`src/rtl/fsm_prop_monitor.sv`:
```
module fsm_prop_monitor #(
  parameter int PW  = 16,
  parameter int NS  = 8,
  parameter int AW  = 16,
  parameter int OW  = 8,
  parameter int IDW = 4,
  localparam int SW  = $clog2(NS),
  localparam int CAW = SW + 2,
  localparam int NCK = 5,
  localparam int TW  = 2 * SW + 1
) (
  input  logic           clk,
  input  logic           rst_n,
  input  logic           cfg_we,
  input  logic [CAW-1:0] cfg_addr,
  input  logic [PW-1:0]  cfg_wdata,
  input  logic           cfg_commit,
  input  logic           clr_we,
  input  logic [NCK-1:0] clr_data,
  input  logic [PW-1:0]  probe,
  input  logic           bus_valid,
  input  logic [AW-1:0]  bus_addr,
  input  logic           quiet_sig,
  input  logic           core_clk_en,
  input  logic [OW-1:0]  core_out,
  input  logic           rsp_valid,
  input  logic [IDW-1:0] rsp_id,
  output logic           viol_pulse,
  output logic           viol_flag,
  output logic [NCK-1:0] status,
  output logic [SW-1:0]  fsm_state
);

  logic [PW-1:0]  sh_mask [NS], sh_cmp [NS], ac_mask [NS], ac_cmp [NS];
  logic [TW-1:0]  sh_tr [NS], ac_tr [NS];
  logic [AW-1:0]  sh_lo, sh_hi, ac_lo, ac_hi;
  logic [NCK-1:0] sh_en, ac_en;
  logic [IDW-1:0] sh_id, ac_id;
  logic           armed;

  logic [PW-1:0]  p_probe;
  logic           p_bv, p_quiet, p_cen, p_rv;
  logic [AW-1:0]  p_addr;
  logic [OW-1:0]  p_out, p_out_d;
  logic [IDW-1:0] p_rid;

  wire [1:0]    bank = cfg_addr[CAW-1 -: 2];
  wire [SW-1:0] idx  = cfg_addr[SW-1:0];

  always_ff @(posedge clk or negedge rst_n)
    if (!rst_n) begin
      for (int i = 0; i < NS; i++) begin
        sh_mask[i] <= '0; sh_cmp[i] <= '0; sh_tr[i] <= '0;
      end
      sh_lo <= '0; sh_hi <= '0; sh_en <= '0; sh_id <= '0;
    end else if (cfg_we) begin
      case (bank)
        2'd0: sh_tr[idx]   <= cfg_wdata[TW-1:0];
        2'd1: sh_mask[idx] <= cfg_wdata;
        2'd2: sh_cmp[idx]  <= cfg_wdata;
        default:
          if (idx == SW'(0))      sh_lo <= cfg_wdata[AW-1:0];
          else if (idx == SW'(1)) sh_hi <= cfg_wdata[AW-1:0];
          else if (idx == SW'(2)) begin
            sh_en <= cfg_wdata[NCK-1:0];
            sh_id <= cfg_wdata[8 +: IDW];
          end
      endcase
    end

  always_ff @(posedge clk or negedge rst_n)
    if (!rst_n) begin
      for (int i = 0; i < NS; i++) begin
        ac_mask[i] <= '0; ac_cmp[i] <= '0; ac_tr[i] <= '0;
      end
      ac_lo <= '0; ac_hi <= '0; ac_en <= '0; ac_id <= '0; armed <= 1'b0;
    end else if (cfg_commit) begin
      for (int i = 0; i < NS; i++) begin
        ac_mask[i] <= sh_mask[i]; ac_cmp[i] <= sh_cmp[i]; ac_tr[i] <= sh_tr[i];
      end
      ac_lo <= sh_lo; ac_hi <= sh_hi; ac_en <= sh_en; ac_id <= sh_id; armed <= 1'b1;
    end

  always_ff @(posedge clk or negedge rst_n)
    if (!rst_n) begin
      p_probe <= '0; p_bv <= 1'b0; p_addr <= '0; p_quiet <= 1'b0;
      p_cen <= 1'b0; p_out <= '0; p_out_d <= '0; p_rv <= 1'b0; p_rid <= '0;
    end else begin
      p_probe <= probe; p_bv <= bus_valid; p_addr <= bus_addr; p_quiet <= quiet_sig;
      p_cen <= core_clk_en; p_out <= core_out; p_out_d <= p_out;
      p_rv <= rsp_valid; p_rid <= rsp_id;
    end

  wire [TW-1:0] ent   = ac_tr[fsm_state];
  wire          match = (p_probe & ac_mask[fsm_state]) == ac_cmp[fsm_state];
  wire [SW-1:0] nx    = match ? ent[SW-1:0] : ent[2*SW-1:SW];

  logic [NCK-1:0] raw, hits;
  assign raw[0] = ac_en[0] & ent[2*SW];
  assign raw[1] = ac_en[1] & p_bv & (p_addr >= ac_lo) & (p_addr <= ac_hi);
  assign raw[2] = ac_en[2] & p_quiet;
  assign raw[3] = ac_en[3] & ~p_cen & (p_out != p_out_d);
  assign raw[4] = ac_en[4] & p_rv & (p_rid != ac_id);
  assign hits   = armed ? raw : '0;

  always_ff @(posedge clk or negedge rst_n)
    if (!rst_n)                     fsm_state <= '0;
    else if (cfg_commit)            fsm_state <= '0;
    else if (armed && ac_en[0])     fsm_state <= nx;

  always_ff @(posedge clk or negedge rst_n)
    if (!rst_n) begin
      status     <= '0;
      viol_pulse <= 1'b0;
    end else begin
      status     <= (status & ~(clr_we ? clr_data : '0)) | hits;
      viol_pulse <= (|hits) && (status == '0);
    end

  assign viol_flag = |status;

  a_r3_blank_silent: assert property (@(posedge clk) disable iff (!rst_n)
    !armed |-> status == '0);
  a_r2_commit_state0: assert property (@(posedge clk) disable iff (!rst_n)
    cfg_commit |=> fsm_state == '0);
  a_r4_active_held: assert property (@(posedge clk) disable iff (!rst_n)
    !cfg_commit |=> $stable(ac_en) && $stable(ac_lo) && $stable(ac_hi) && $stable(ac_id));
  a_r10_sticky: assert property (@(posedge clk) disable iff (!rst_n)
    !clr_we |=> (status & $past(status)) == $past(status));
  a_r11_pulse_single: assert property (@(posedge clk) disable iff (!rst_n)
    viol_pulse |=> !viol_pulse);
  a_r11_pulse_flag: assert property (@(posedge clk) disable iff (!rst_n)
    viol_pulse |-> $countones(status) > 0);

endmodule

```
`config.mk`:
```
export PLATFORM = sky130hd
export DESIGN_NAME = fsm_prop_monitor
export DESIGN_NICKNAME = d
export VERILOG_FILES = /design/src/rtl/fsm_prop_monitor.sv
export SDC_FILE = /design/constraint.sdc
export NUM_CORES = 1
export LEC_CHECK = 0
export BUFFER_PORTS_ARGS = -buffer_cell sky130_fd_sc_hd__buf_2
export CAP_MARGIN = 25
export CORE_MARGIN = 5
export CORE_UTILIZATION = 54
export CTS_CLUSTER_DIAMETER = 50
export CTS_CLUSTER_SIZE = 24
export DETAILED_ROUTE_END_ITERATION = 12
export PLACE_DENSITY = 0.82
export SYNTH_ARGS = -nofsm -noshare
export SYNTH_HDL_FRONTEND = slang
export SYNTH_SLANG_ARGS = --single-unit
```
`constraint.sdc`:
```
create_clock -name clk -period 8.46 [get_ports clk]
set_clock_uncertainty 0.05 [all_clocks]
set_input_delay 1.692 -clock clk [delete_from_list [all_inputs] [get_ports clk]]
set_output_delay 1.692 -clock clk [all_outputs]
set_load 0.05 [all_outputs]
```
### After elaboration in Yosys (flattened, before gate mapping)

Cells that the tools add are included.

* magnitude comparators: 5
* equality and inequality tests: 7
* mux-type cells: 21
* bitwise operators: 19
* reductions and logical operators: 16

Operators by type and width (count)
* $bwmux 128: 2
* $bmux 16 s3: 2
* $mux 16: 5
* $bwmux 56: 1
* $demux 16 s3: 1
* $bmux 7 s3: 1
* $demux 7 s3: 1
* $mux 7: 3
* $and 16x16->16: 1
* $eq 16x16->1: 1
* $ge 16x16->1: 1
* $le 16x16->1: 1
* $mux 5: 2
* $reduce_or 5->1: 2
* $and 1x1->1: 9
* $mux 3: 3
* $ge 4x4->1 const B: 2
* $ne 8x8->1: 1
* $not 3->4: 2
* $reduce_and 2->1: 3
* $and 5x5->5: 1
* $logic_not 5->1: 1
* $not 5->5: 1
* $or 5x5->5: 1
* 15 further kinds: 20

* flip-flop bits (word level): 772
* bits of input ports: 79
* output and inout port bits: 10
* logic and storage cells: 137

### Depth between registers and ports, before layout

Gate-level depths: netlist (run 1).

* word-level depth: 9
* mapped depth: 13
* gate-level depth less buffers: 11

### Least setup slack after synthesis (run 1)

OpenSTA, ideal clock, no wires.

* path type: input to register
* start: in cfg_we
* end: reg sh_mask[12] in the netlist's numbering
* library setup time: 125 ps
* arrival time: 3201 ps
* required time: 8285 ps
* setup slack: 5085 ps
* stages: 6
* buffers on the path: 2
* cell sequence: nand2_1 or2_2 clkbuf_1 nor2_1 clkbuf_1 mux2_2

* cells in the longest elaborated chain, start to end: 1

Ends and longest elaborated chain
* from (decl): line 14 `input logic cfg_we,`
* $reduce_and 2->1 (no line)
* to (signal, indexed assignment): line 59 `2'd1: sh_mask[idx] <= cfg_wdata;`
* to (decl): line 34 `logic [PW-1:0] sh_mask [NS], sh_cmp [NS], ac_mask [NS], ac_cmp [NS];`

No other way between the ends.
A chain may end at the register's enable or synchronous reset.

### Final worst setup path (run 1)

* start: reg fsm_state[0]
* end: out fsm_state[0]

RTL lines
* from (decl): line 31 `output logic [SW-1:0] fsm_state`
* from (signal assigned): line 109 `else if (armed && ac_en[0]) fsm_state <= nx;`

No word-level cell between the ends.

==> impl_metrics.toml, run 1 <==
[synth]
synth-edff-count = 0
ys_seq_area_share_pct = 61.0
synth_flop_cell = "dfrtp_1"
synth_area_sq_mm = 0.0317
avgSynthCellArea_sq_um = 15.6
syn_inst = 2037
synthMostInstantiatedCell = "dfrtp_1"
synth_cell_type_count = 56
synth_area_leaders = "dfrtp_1, mux2_2, mux4_2"
synth_fp_nets = 2148
synth_seq_cells = 772
async_flop_share_pct = 100
synthTopCellsByCount = "dfrtp_1, mux2_2, clkbuf_1, nand2_1, mux4_2"
synth_top_area_cell = "dfrtp_1"
yosys_warnings = 0
yosysTopAreaCellShare_pct = 61.0

[grt]
gr-total-overflow = 0
grt_pass1_vias = 18900
grt_max_degree = 162
grt_use_total_pct = 21.7
antenna_found_initial = 3
grt_pass1_wl_microns = 109000

[critical_path]
critPathMaxFanout = 39
crit_family = "buffers and inverters"
setup.worst_path.start = "fsm_state[0]"
critPathCaptureType = "output pin"
critPathLaunchType = "flop"
worst-path-buf-inv = 3
cp_slowest_cell = "dfrtp_4"
ff2ff_setup_slack_ps = 4250
crit_arrival_ps = 2610
cp-endpoint = "fsm_state[0]"
cp.required_ps = 6720
path_depth = 3
r2r_end = "fsm_state[0]"
max_stage_delay_ps = 690
reg2reg_depth = 10
crit_chain = "buf_16 > buf_4 > buf_2"
r2r_start = "fsm_state[1]"
critical_path_class = "flop to output pin"

[place]
placed_area_sq_mm = 0.0330
pre_cts_ws_ps = 4220
dp_hpwl_microns = 42700
io_buffers = 88
gp_congestion = 0.819

[routing]
top_layer_used = "met5"
postRouteAntennaNets = 0
via_per_inst = 5.88
wl_met1_microns = 28300
routed_wl_microns = 67800
wl_met2_microns = 33800
initialDrtViolationCount = 1250
drt-pass1-iter-count = 5
dr_wl_met3_microns = 3130
vias = 17100
wire_per_inst_microns = 23.3
drc = 0

[die]
die-area_sq_mm = 0.0636
ios = 89
die_x_microns = 252
core-area_sq_mm = 0.0579
fp.dieH_microns = 252
initial_utilization_pct = 54.7
num_rows = 88

[timing]
clock.fmax_mhz = 230
setup_viol = 0
period_minus_slack_ps = 4350
slew_violations = 0
tightest_slew_ps = 1010
hold_viol = 0
setup_slack_ps = 4110
rsz0062_at_grt = "no"
setup_tns_ps = 0
layout_worst_path_cycle_share_pct = 51.5
max-slew-margin-rel_pct = 32.5

[finish]
syn_to_final_growth_pct = 10.4
finish.net_count = 2211
num-fill-cells = 4175
regArea_sq_mm = 0.0193
drive_above_1_share_pct = 47.3
design_area_sq_mm = 0.0350
multi_input_area_sq_mm = 0.0117
post-route-util_pct = 60.4

[clock_tree]
ctsResizeCount = 0
h-tree-depth = 2
clock-sinks = 772
cts_made_buffers = 54
cts_tree = "done"
clk_latency_ps = 620
root_buffer = "clkbuf_16"
cts_hold_buf = 0
clockBufferDepth = 3
clkTransAtPathRegs_ps = 90
cts_setup_buffers = 0

[power_and_ir_drop]
power_density_mw_per_mm2 = 265
leakagePower_uw = 0.0161
ir_worst_vdd_uv = 208

[outcome]
outcome = "completed"

[min_path]
hold_class = "flop to flop"

[flow_run]
drv_cap = 0
## state kept, by name (all words and copies together), names as in the netlist, 5 cells and up
name / count
ac_cmp: 128
ac_mask: 128
sh_cmp: 128
sh_mask: 128
ac_tr: 56
sh_tr: 56
ac_hi: 16
ac_lo: 16
p_addr: 16
p_probe: 16
sh_hi: 16
sh_lo: 16
p_out: 8
p_out_d: 8
ac_en: 5
sh_en: 5
status: 5
## layout make-up
type	count	share of cell area (%)
clock inverter	44	1.61
timing repair buffer	121	2.46
clock buffer	57	4.01
sequential	772	55.2
tap	765	2.73
multi-input combinational	1112	33.5
antenna	1	0.00715
inverter	39	0.418
## worst min path at each step
stage	start	endpoint	slack (ps)	cells past startpoint
after floorplan	p_out[0]	p_out_d[0]	320	0
after global placement	p_out[1]	p_out_d[1]	330	0
after detailed placement	p_out[4]	p_out_d[4]	330	0
after CTS	p_out[4]	p_out_d[4]	350	0
after global routing	p_out[3]	p_out_d[3]	360	0
final	p_out[4]	p_out_d[4]	350	0
## metal layers
metal	global-route usage [%]	up-vias
met4	7.97	2
li1	-	7447
met1	29.1	9161
met3	3.55	144
met2	36.3	377
met5	0	-
## cells by family (layout without fill, tap and decap cells)
| family | after synthesis | in the layout | synth area share (%) |
|---|---|---|---|
| buf+inv | 153 | 261 | 2.06 |
| xor+xnor | 28 | 28 | 0.774 |
| fa+ha+maj | 32 | 32 | 1.26 |
| simple gates | 153 | 153 | 2.42 |
| flops | 772 | 772 | 61.0 |
| compound gates | 112 | 112 | 2.39 |
| other cells | 0 | 1 | 0 |
| mux | 787 | 787 | 30.1 |
## power breakdown
group / internal, uW / switching, uW / total, uW / leakage, uW
Sequential: 4420 / 398 / 4820 / 0.00982
Combinational: 898 / 724 / 1620 / 0.00533
Clock: 1400 / 1440 / 2840 / 0.000948
## cells in the final DEF, fill, tap and decap left out, drive strengths merged, types with 2 or more instances in the layout
cell      count
o21ai        46
o22ai         4
mux2        708
o21a          4
a21oi         8
clkinvlp      5
nor2         24
nand2b        5
nor3b         4
ha           32
nor4          5
mux4         62
inv          62
a21o         16
o211ai        7
dfrtp       772
nand3         8
and3          2
buf         121
clkbuf       57
a31oi         2
a31o          2
o221ai        7
or3           7
bufinv        3
or2           5
xnor2         6
nand3b        6
nor3          3
mux2i        17
a221oi        2
nor2b         5
nand4        12
clkinv       13
nand2        63
xor2         22
a211oi        5
## stage by stage
stage,power [uW],hold slack [ps],cells
after global placement,6370,330,2801
after detailed placement,6500,329,2806
after floorplan,5970,322,2037
final,9280,346,2911
after CTS,9340,352,2907
after global routing,9720,361,2910
No activity file was read; power rests on OpenSTA's default activity.
==> run 2: changes to the inputs <==
==> constraint.sdc (replaced) <==
create_clock -name clk -period 4.4 [get_ports clk]
set_clock_uncertainty 0.05 [all_clocks]
set_input_delay 0.88 -clock clk [delete_from_list [all_inputs] [get_ports clk]]
set_output_delay 0.88 -clock clk [all_outputs]
set_load 0.05 [all_outputs]
==> run 2 against run 1 <==
Against the previous run:
- setup slack worse by 3300 ps
- routed wire length is 2.8% higher
- register-to-register slack worse by 3500 ps
- final area is 0.43% higher
- final cell count is 0.52% higher
- via count is 0.98% higher
- non-clock buffer count is 3 higher
- power is 95% higher
- die area stayed put
- flip-flop and latch count stayed put
- clock-buffer cell count is 7 higher
- clock power is 98% higher
- largest power group unchanged
==> impl_metrics.toml, run 2 (synthesized netlist as in run 1, its figures left out) <==
[outcome]
outcome = "completed"

[finish]
drive_above_1_share_pct = 47.4
final_cell_mix = "dfrtp_1, mux2_2, buf_2, nand2_1, mux4_2"
num-fill-cells = 4147
syn_to_final_growth_pct = 10.9
finish.net_count = 2218
multi_input_area_sq_mm = 0.0118
mostFrequentLayoutCell = "dfrtp_1"
regArea_sq_mm = 0.0193

[place]
dp_hpwl_microns = 43900
gp_congestion = 0.821
pre_cts_ws_ps = 767
io_buffers = 88

[power_and_ir_drop]
p_sw_uw = 5050
p_seq_share_pct = 51.8
ir_worst_vdd_uv = 425
p_sw_share_pct = 28.0
leakagePower_uw = 0.0161
power_density_mw_per_mm2 = 514
p_int_uw = 13000
clockPowerShare_pct = 31.1
comb_power_share_pct = 17.0

[timing]
setup_slack_ps = 774
period_minus_slack_ps = 3630
layout_worst_path_cycle_share_pct = 82.4
hold_viol = 0
setup_viol = 0
clock.fmax_mhz = 276
max-slew-margin-rel_pct = 39.7
tightest_slew_ps = 902
slew_violations = 0
rsz0062_at_grt = "no"
setup_tns_ps = 0
whs_ps = 166

[critical_path]
max_stage_delay_ps = 940
worst-path-buf-inv = 0
path_depth = 9
crit_arrival_ps = 4130
crit_chain = "mux4_2 > o211ai_2 > xnor2_1 > or3_4 > a2111oi_4 > nand4_4 > mux2i_1 > mux2_2 > o21ai_1"
reg2reg_depth = 9
critPathMaxFanout = 44
crit_family = "multiplexers"
r2r_start = "fsm_state[0]"
r2r_end = "fsm_state[2]"
cp.required_ps = 4900
critical_path_class = "flop to flop"
ff2ff_setup_slack_ps = 770
cp_slowest_cell = "dfrtp_4"
critPathCaptureType = "flop"
critPathLaunchType = "flop"

[routing]
via_per_inst = 5.91
vias = 17300
drt-pass1-iter-count = 7
drc = 0
routed_wl_microns = 69700
initialDrtViolationCount = 1206
postRouteAntennaNets = 0
wire_per_inst_microns = 23.8

[clock_tree]
h-tree-depth = 2
cts_tree = "done"
root_buffer = "clkbuf_16"
clockBufferDepth = 3
clock-sinks = 772
clk_latency_ps = 670
cts_made_buffers = 58
cts_setup_buffers = 0
cts_hold_buf = 0
ctsResizeCount = 0
clkTransAtPathRegs_ps = 80

[die]
ios = 89
die-area_sq_mm = 0.0636
initial_utilization_pct = 54.7
fp.dieH_microns = 252
num_rows = 88
die_x_microns = 252
core-area_sq_mm = 0.0579

[grt]
grt_pass1_wl_microns = 110000
grt_pass1_vias = 18700
grt_use_total_pct = 22.1
gr-total-overflow = 0
antenna_found_initial = 11
grt_max_degree = 113

[min_path]
hold_class = "input pin to asynchronous set/reset pin"

[flow_run]
drv_cap = 0
[run 2: cell count changes in the layout (fill, tap and decap cells not counted), sizes merged]
cell,before,now
buf,121,124
bufinv,3,2
clkbuf,57,64
clkinv,13,15
clkinvlp,5,8
diode,1,4
inv,62,60
[run 2: power groups by stage]
stage	Combinational, uW	Clock (uW)	Sequential [uW]
2_1_floorplan	2340	0	9140
3_3_place_gp	2920	0	9390
3_5_place_dp	3070	0	9470
4_1_cts	3100	5720	9350
5_1_grt	3360	6000	9500
6_report	3080	5620	9360
[run 2: metal layers]
metal,global-route usage [%],share of wire (%)
met5,0,0.019
met4,6.99,3.3
met3,3.53,4.4
met2,37.4,50
met1,29.9,42
[run 2: worst register-to-register path: stages, from the launching register on]
cell       delay (ps)
dfrtp_4           940
mux4_2            680
o211ai_2          100
xnor2_1           100
or3_4             400
a2111oi_4         420
nand4_4           260
mux2i_1           200
mux2_2            280
o21ai_1           110
[run 2: cell type report]
| class | instances | share of cell area (%) |
|---|---|---|
| Tap cell | 765 | 2.72 |
| Sequential cell | 772 | 55.0 |
| Multi-Input combinational cell | 1112 | 33.4 |
| Antenna cell | 4 | 0.0285 |
| Timing Repair Buffer | 124 | 2.54 |
| Inverter | 39 | 0.416 |
| Clock inverter | 46 | 1.59 |
| Clock buffer | 64 | 4.28 |
[run 2: per-stage QoR]
| step | total power (uW) | instances | cell area (sq um) | util [%] |
|---|---|---|---|---|
| after floorplan | 11500 | 2037 | 31700 | - |
| after detailed placement | 12500 | 2812 | 33100 | 57.1 |
| after global routing | 18900 | 2924 | 35100 | 60.7 |
| final | 18100 | 2926 | 35200 | 60.7 |
| after global placement | 12300 | 2812 | 33100 | 57.1 |
| after CTS | 18200 | 2922 | 35100 | 60.7 |
[run 2: worst max path at each step]
stage                       startpoint           end  slack, ps
after floorplan           fsm_state[1]  fsm_state[1]       1260
after global placement    fsm_state[0]  fsm_state[1]        850
after detailed placement  fsm_state[0]  fsm_state[2]        770
after CTS                 fsm_state[0]  fsm_state[2]        740
after global routing      fsm_state[0]  fsm_state[2]        570
final                     fsm_state[0]  fsm_state[2]        770
==> run 3: changes to the inputs <==
--- a/config.mk
+++ b/config.mk
@@ -5,6 +5,7 @@
 export SDC_FILE = /design/constraint.sdc
 export NUM_CORES = 1
 export LEC_CHECK = 0
+export ABC_AREA = 1
 export BUFFER_PORTS_ARGS = -buffer_cell sky130_fd_sc_hd__buf_2
 export CAP_MARGIN = 25
 export CORE_MARGIN = 5
==> constraint.sdc (replaced) <==
create_clock -name clk -period 3.5 [get_ports clk]
set_clock_uncertainty 0.05 [all_clocks]
set_input_delay 0.7 -clock clk [delete_from_list [all_inputs] [get_ports clk]]
set_output_delay 0.7 -clock clk [all_outputs]
set_load 0.05 [all_outputs]
==> run 3 against run 2 <==
Against the previous run:
- sequential share of layout area fell by 0.13 points
- largest cell class unchanged
- setup slack worse by 330 ps
- global-route usage grew 2.2 points
- critical path depth up 7
- power rose by 24%
- via count increased by 43%
- final cell count rose by 55%
- first-iteration DRC count grew 120%
- worst hold slack worse by 72 ps
- sequential power up 20%
- clock-buffer cell count decreased by 2
- synthesized area up 0.69%
==> impl_metrics.toml, run 3 <==
[outcome]
outcome = "completed"

[synth]
synth_fp_nets = 3825
syn_inst = 3714
async_flop_share_pct = 100
synth_top_area_cell = "dfrtp_1"
avgSynthCellArea_sq_um = 8.59
synth_cell_type_count = 28
yosys_warnings = 0
synth-edff-count = 0
synth_flop_cell = "dfrtp_1"
ys_seq_area_share_pct = 60.5
synthTopCellsByCount = "nand2_1, dfrtp_1, o21ai_0, inv_1, nand3_1"
synth_area_sq_mm = 0.0319
synth_seq_cells = 772
yosysTopAreaCellShare_pct = 60.5
synth_area_leaders = "dfrtp_1, nand2_1, o21ai_0"
synthMostInstantiatedCell = "nand2_1"

[finish]
post-route-util_pct = 59.9
finish.net_count = 3817
num-fill-cells = 4851
fin_cells = 4532
mostFrequentLayoutCell = "nand2_1"
syn_to_final_growth_pct = 10.4
final_cell_mix = "nand2_1, dfrtp_1, o21ai_0, inv_1, nand3_1"
drive_above_1_share_pct = 7.46

[grt]
grt_pass1_wl_microns = 126000
grt_max_degree = 222
grt_use_total_pct = 24.4
grt_pass1_vias = 23900
antenna_found_initial = 4
gr-total-overflow = 0

[power_and_ir_drop]
ir_worst_vdd_uv = 468
power_density_mw_per_mm2 = 635
p_total_uw = 22400
leakagePower_uw = 0.0178

[timing]
setup_viol = 0
hold_viol = 0
period_minus_slack_ps = 3060
rsz0062_at_grt = "no"
tightest_slew_ps = 1030
slew_violations = 0
setup_tns_ps = 0
clock.fmax_mhz = 327
max-slew-margin-rel_pct = 31.4
layout_worst_path_cycle_share_pct = 87.3
setup_slack_ps = 444

[place]
pre_cts_ws_ps = 586
io_buffers = 88
gp_congestion = 0.852
dp_hpwl_microns = 46700
dp_cells = 4416

[die]
die-area_sq_mm = 0.0641
ios = 89
num_rows = 89
core-area_sq_mm = 0.0588
fp.dieH_microns = 253
initial_utilization_pct = 54.3
die_x_microns = 253

[clock_tree]
h-tree-depth = 2
root_buffer = "clkbuf_16"
clockBufferDepth = 3
cts_made_buffers = 57
clock-sinks = 772
clk_latency_ps = 650
clkTransAtPathRegs_ps = 90
cts_tree = "done"

[critical_path]
critical_path_class = "flop to flop"
critPathCaptureType = "flop"
setup.worst_path.start = "fsm_state[0]"
cp.required_ps = 4030
r2r_start = "fsm_state[0]"
critPathMaxFanout = 32
crit_arrival_ps = 3590
critPathLaunchType = "flop"

[min_path]
min_from = "probe[12]"
hold_class = "input pin to flop"

[routing]
drt-pass1-iter-count = 6
wire_per_inst_microns = 17.2
initialDrtViolationCount = 2622
postRouteAntennaNets = 0
routed_wl_microns = 78000
vias = 24700
via_per_inst = 5.45
drc = 0

[flow_run]
drv_cap = 0
[run 3: cell count changes in the layout (fill, tap and decap cells not counted), sizes merged, moves of 17 or more]
cell   change
inv      +206
nand3    +180
xor2      -22
mux2     -708
mux2i     -17
nand2   +1485
buf       +32
mux4      -62
o21ai    +539
a21oi     +18
nor2      +21
[run 3: cell families (layout without fill, tap and decap cells)]
family | Yosys count | count (layout) | share of synthesized area [%]
flops | 772 | 772 | 60.5
fa+ha+maj | 32 | 32 | 1.25
simple gates | 1809 | 1809 | 22.2
xor+xnor | 8 | 8 | 0.220
other cells | 0 | 4 | 0
buf+inv | 468 | 509 | 5.86
compound gates | 625 | 625 | 9.92
[run 3: worst paths after layout]
kind	slack, ps	endpoint	cells after the start
worst min-delay path	90	p_probe[12]	1
worst max register to register	440	fsm_state[1]	16
worst max-delay path	440	fsm_state[1]	16
worst min register to register	330	p_out_d[4]	0
min in group asynchronous	550	status[2]	2
max in group asynchronous	1850	p_addr[9]	3
[run 3: cell type report]
class                      instances  area (sq um)  area share [%]
inverter                         244           921            2.61
clock buffer                      62          1490            4.22
timing repair buffer             157          1240            3.52
sequential                       772         19300            54.8
multi-input combinational       2474         10700            30.4
tap                              773           967            2.74
clock inverter                    46           563            1.60
antenna                            4          10.0          0.0284
[run 3: critical path, cell delays in order, from the launching register on]
cell and delay (ps):
dfrtp_4 620, inv_4 370, buf_4 350, nand2_1 90, nand3_1 100, nand2_1 60
nand2_1 50, nand2_1 60, nand3_1 60, nand2_1 180, nor2_1 190, nand2_1 80
nor2_2 300, nand2_1 160, nand2_1 80, nand3_1 70, nand2_1 80
[run 3: repair_timing]
| item | in CTS | in global routing |
|---|---|---|
| hold endpoints to repair | 46 | 0 |
| buffers inserted | 0 | 0 |
| resized for setup | 0 | 0 |
| hold buffers | 1 | 0 |
[run 3: stage by stage]
stage	hold WS, ps	cell area (sq um)
floorplan	304	31900
global placement	310	33100
detailed placement	316	33100
CTS	74.7	35100
global route	74.4	35200
finish	93.9	35200
[run 3: where the power goes]
part / switching, uW / internal (uW)
clock network: 3590 / 3580
logic: 2630 / 1350
registers: 777 / 10500
total: 7000 / 15400
[run 3: per-layer routing]
| metal | GRT usage (%) | share of wire, % | vias up | wire length (microns) |
|---|---|---|---|---|
| li1 | - | - | 11700 | - |
| met1 | 34.6 | 42 | 12000 | 32800 |
| met2 | 38.9 | 47 | 884 | 36700 |
| met3 | 4.34 | 7.8 | 175 | 6120 |
| met4 | 7.65 | 3.1 | 0 | 2390 |
| met5 | 0 | 0 | - | 0 |
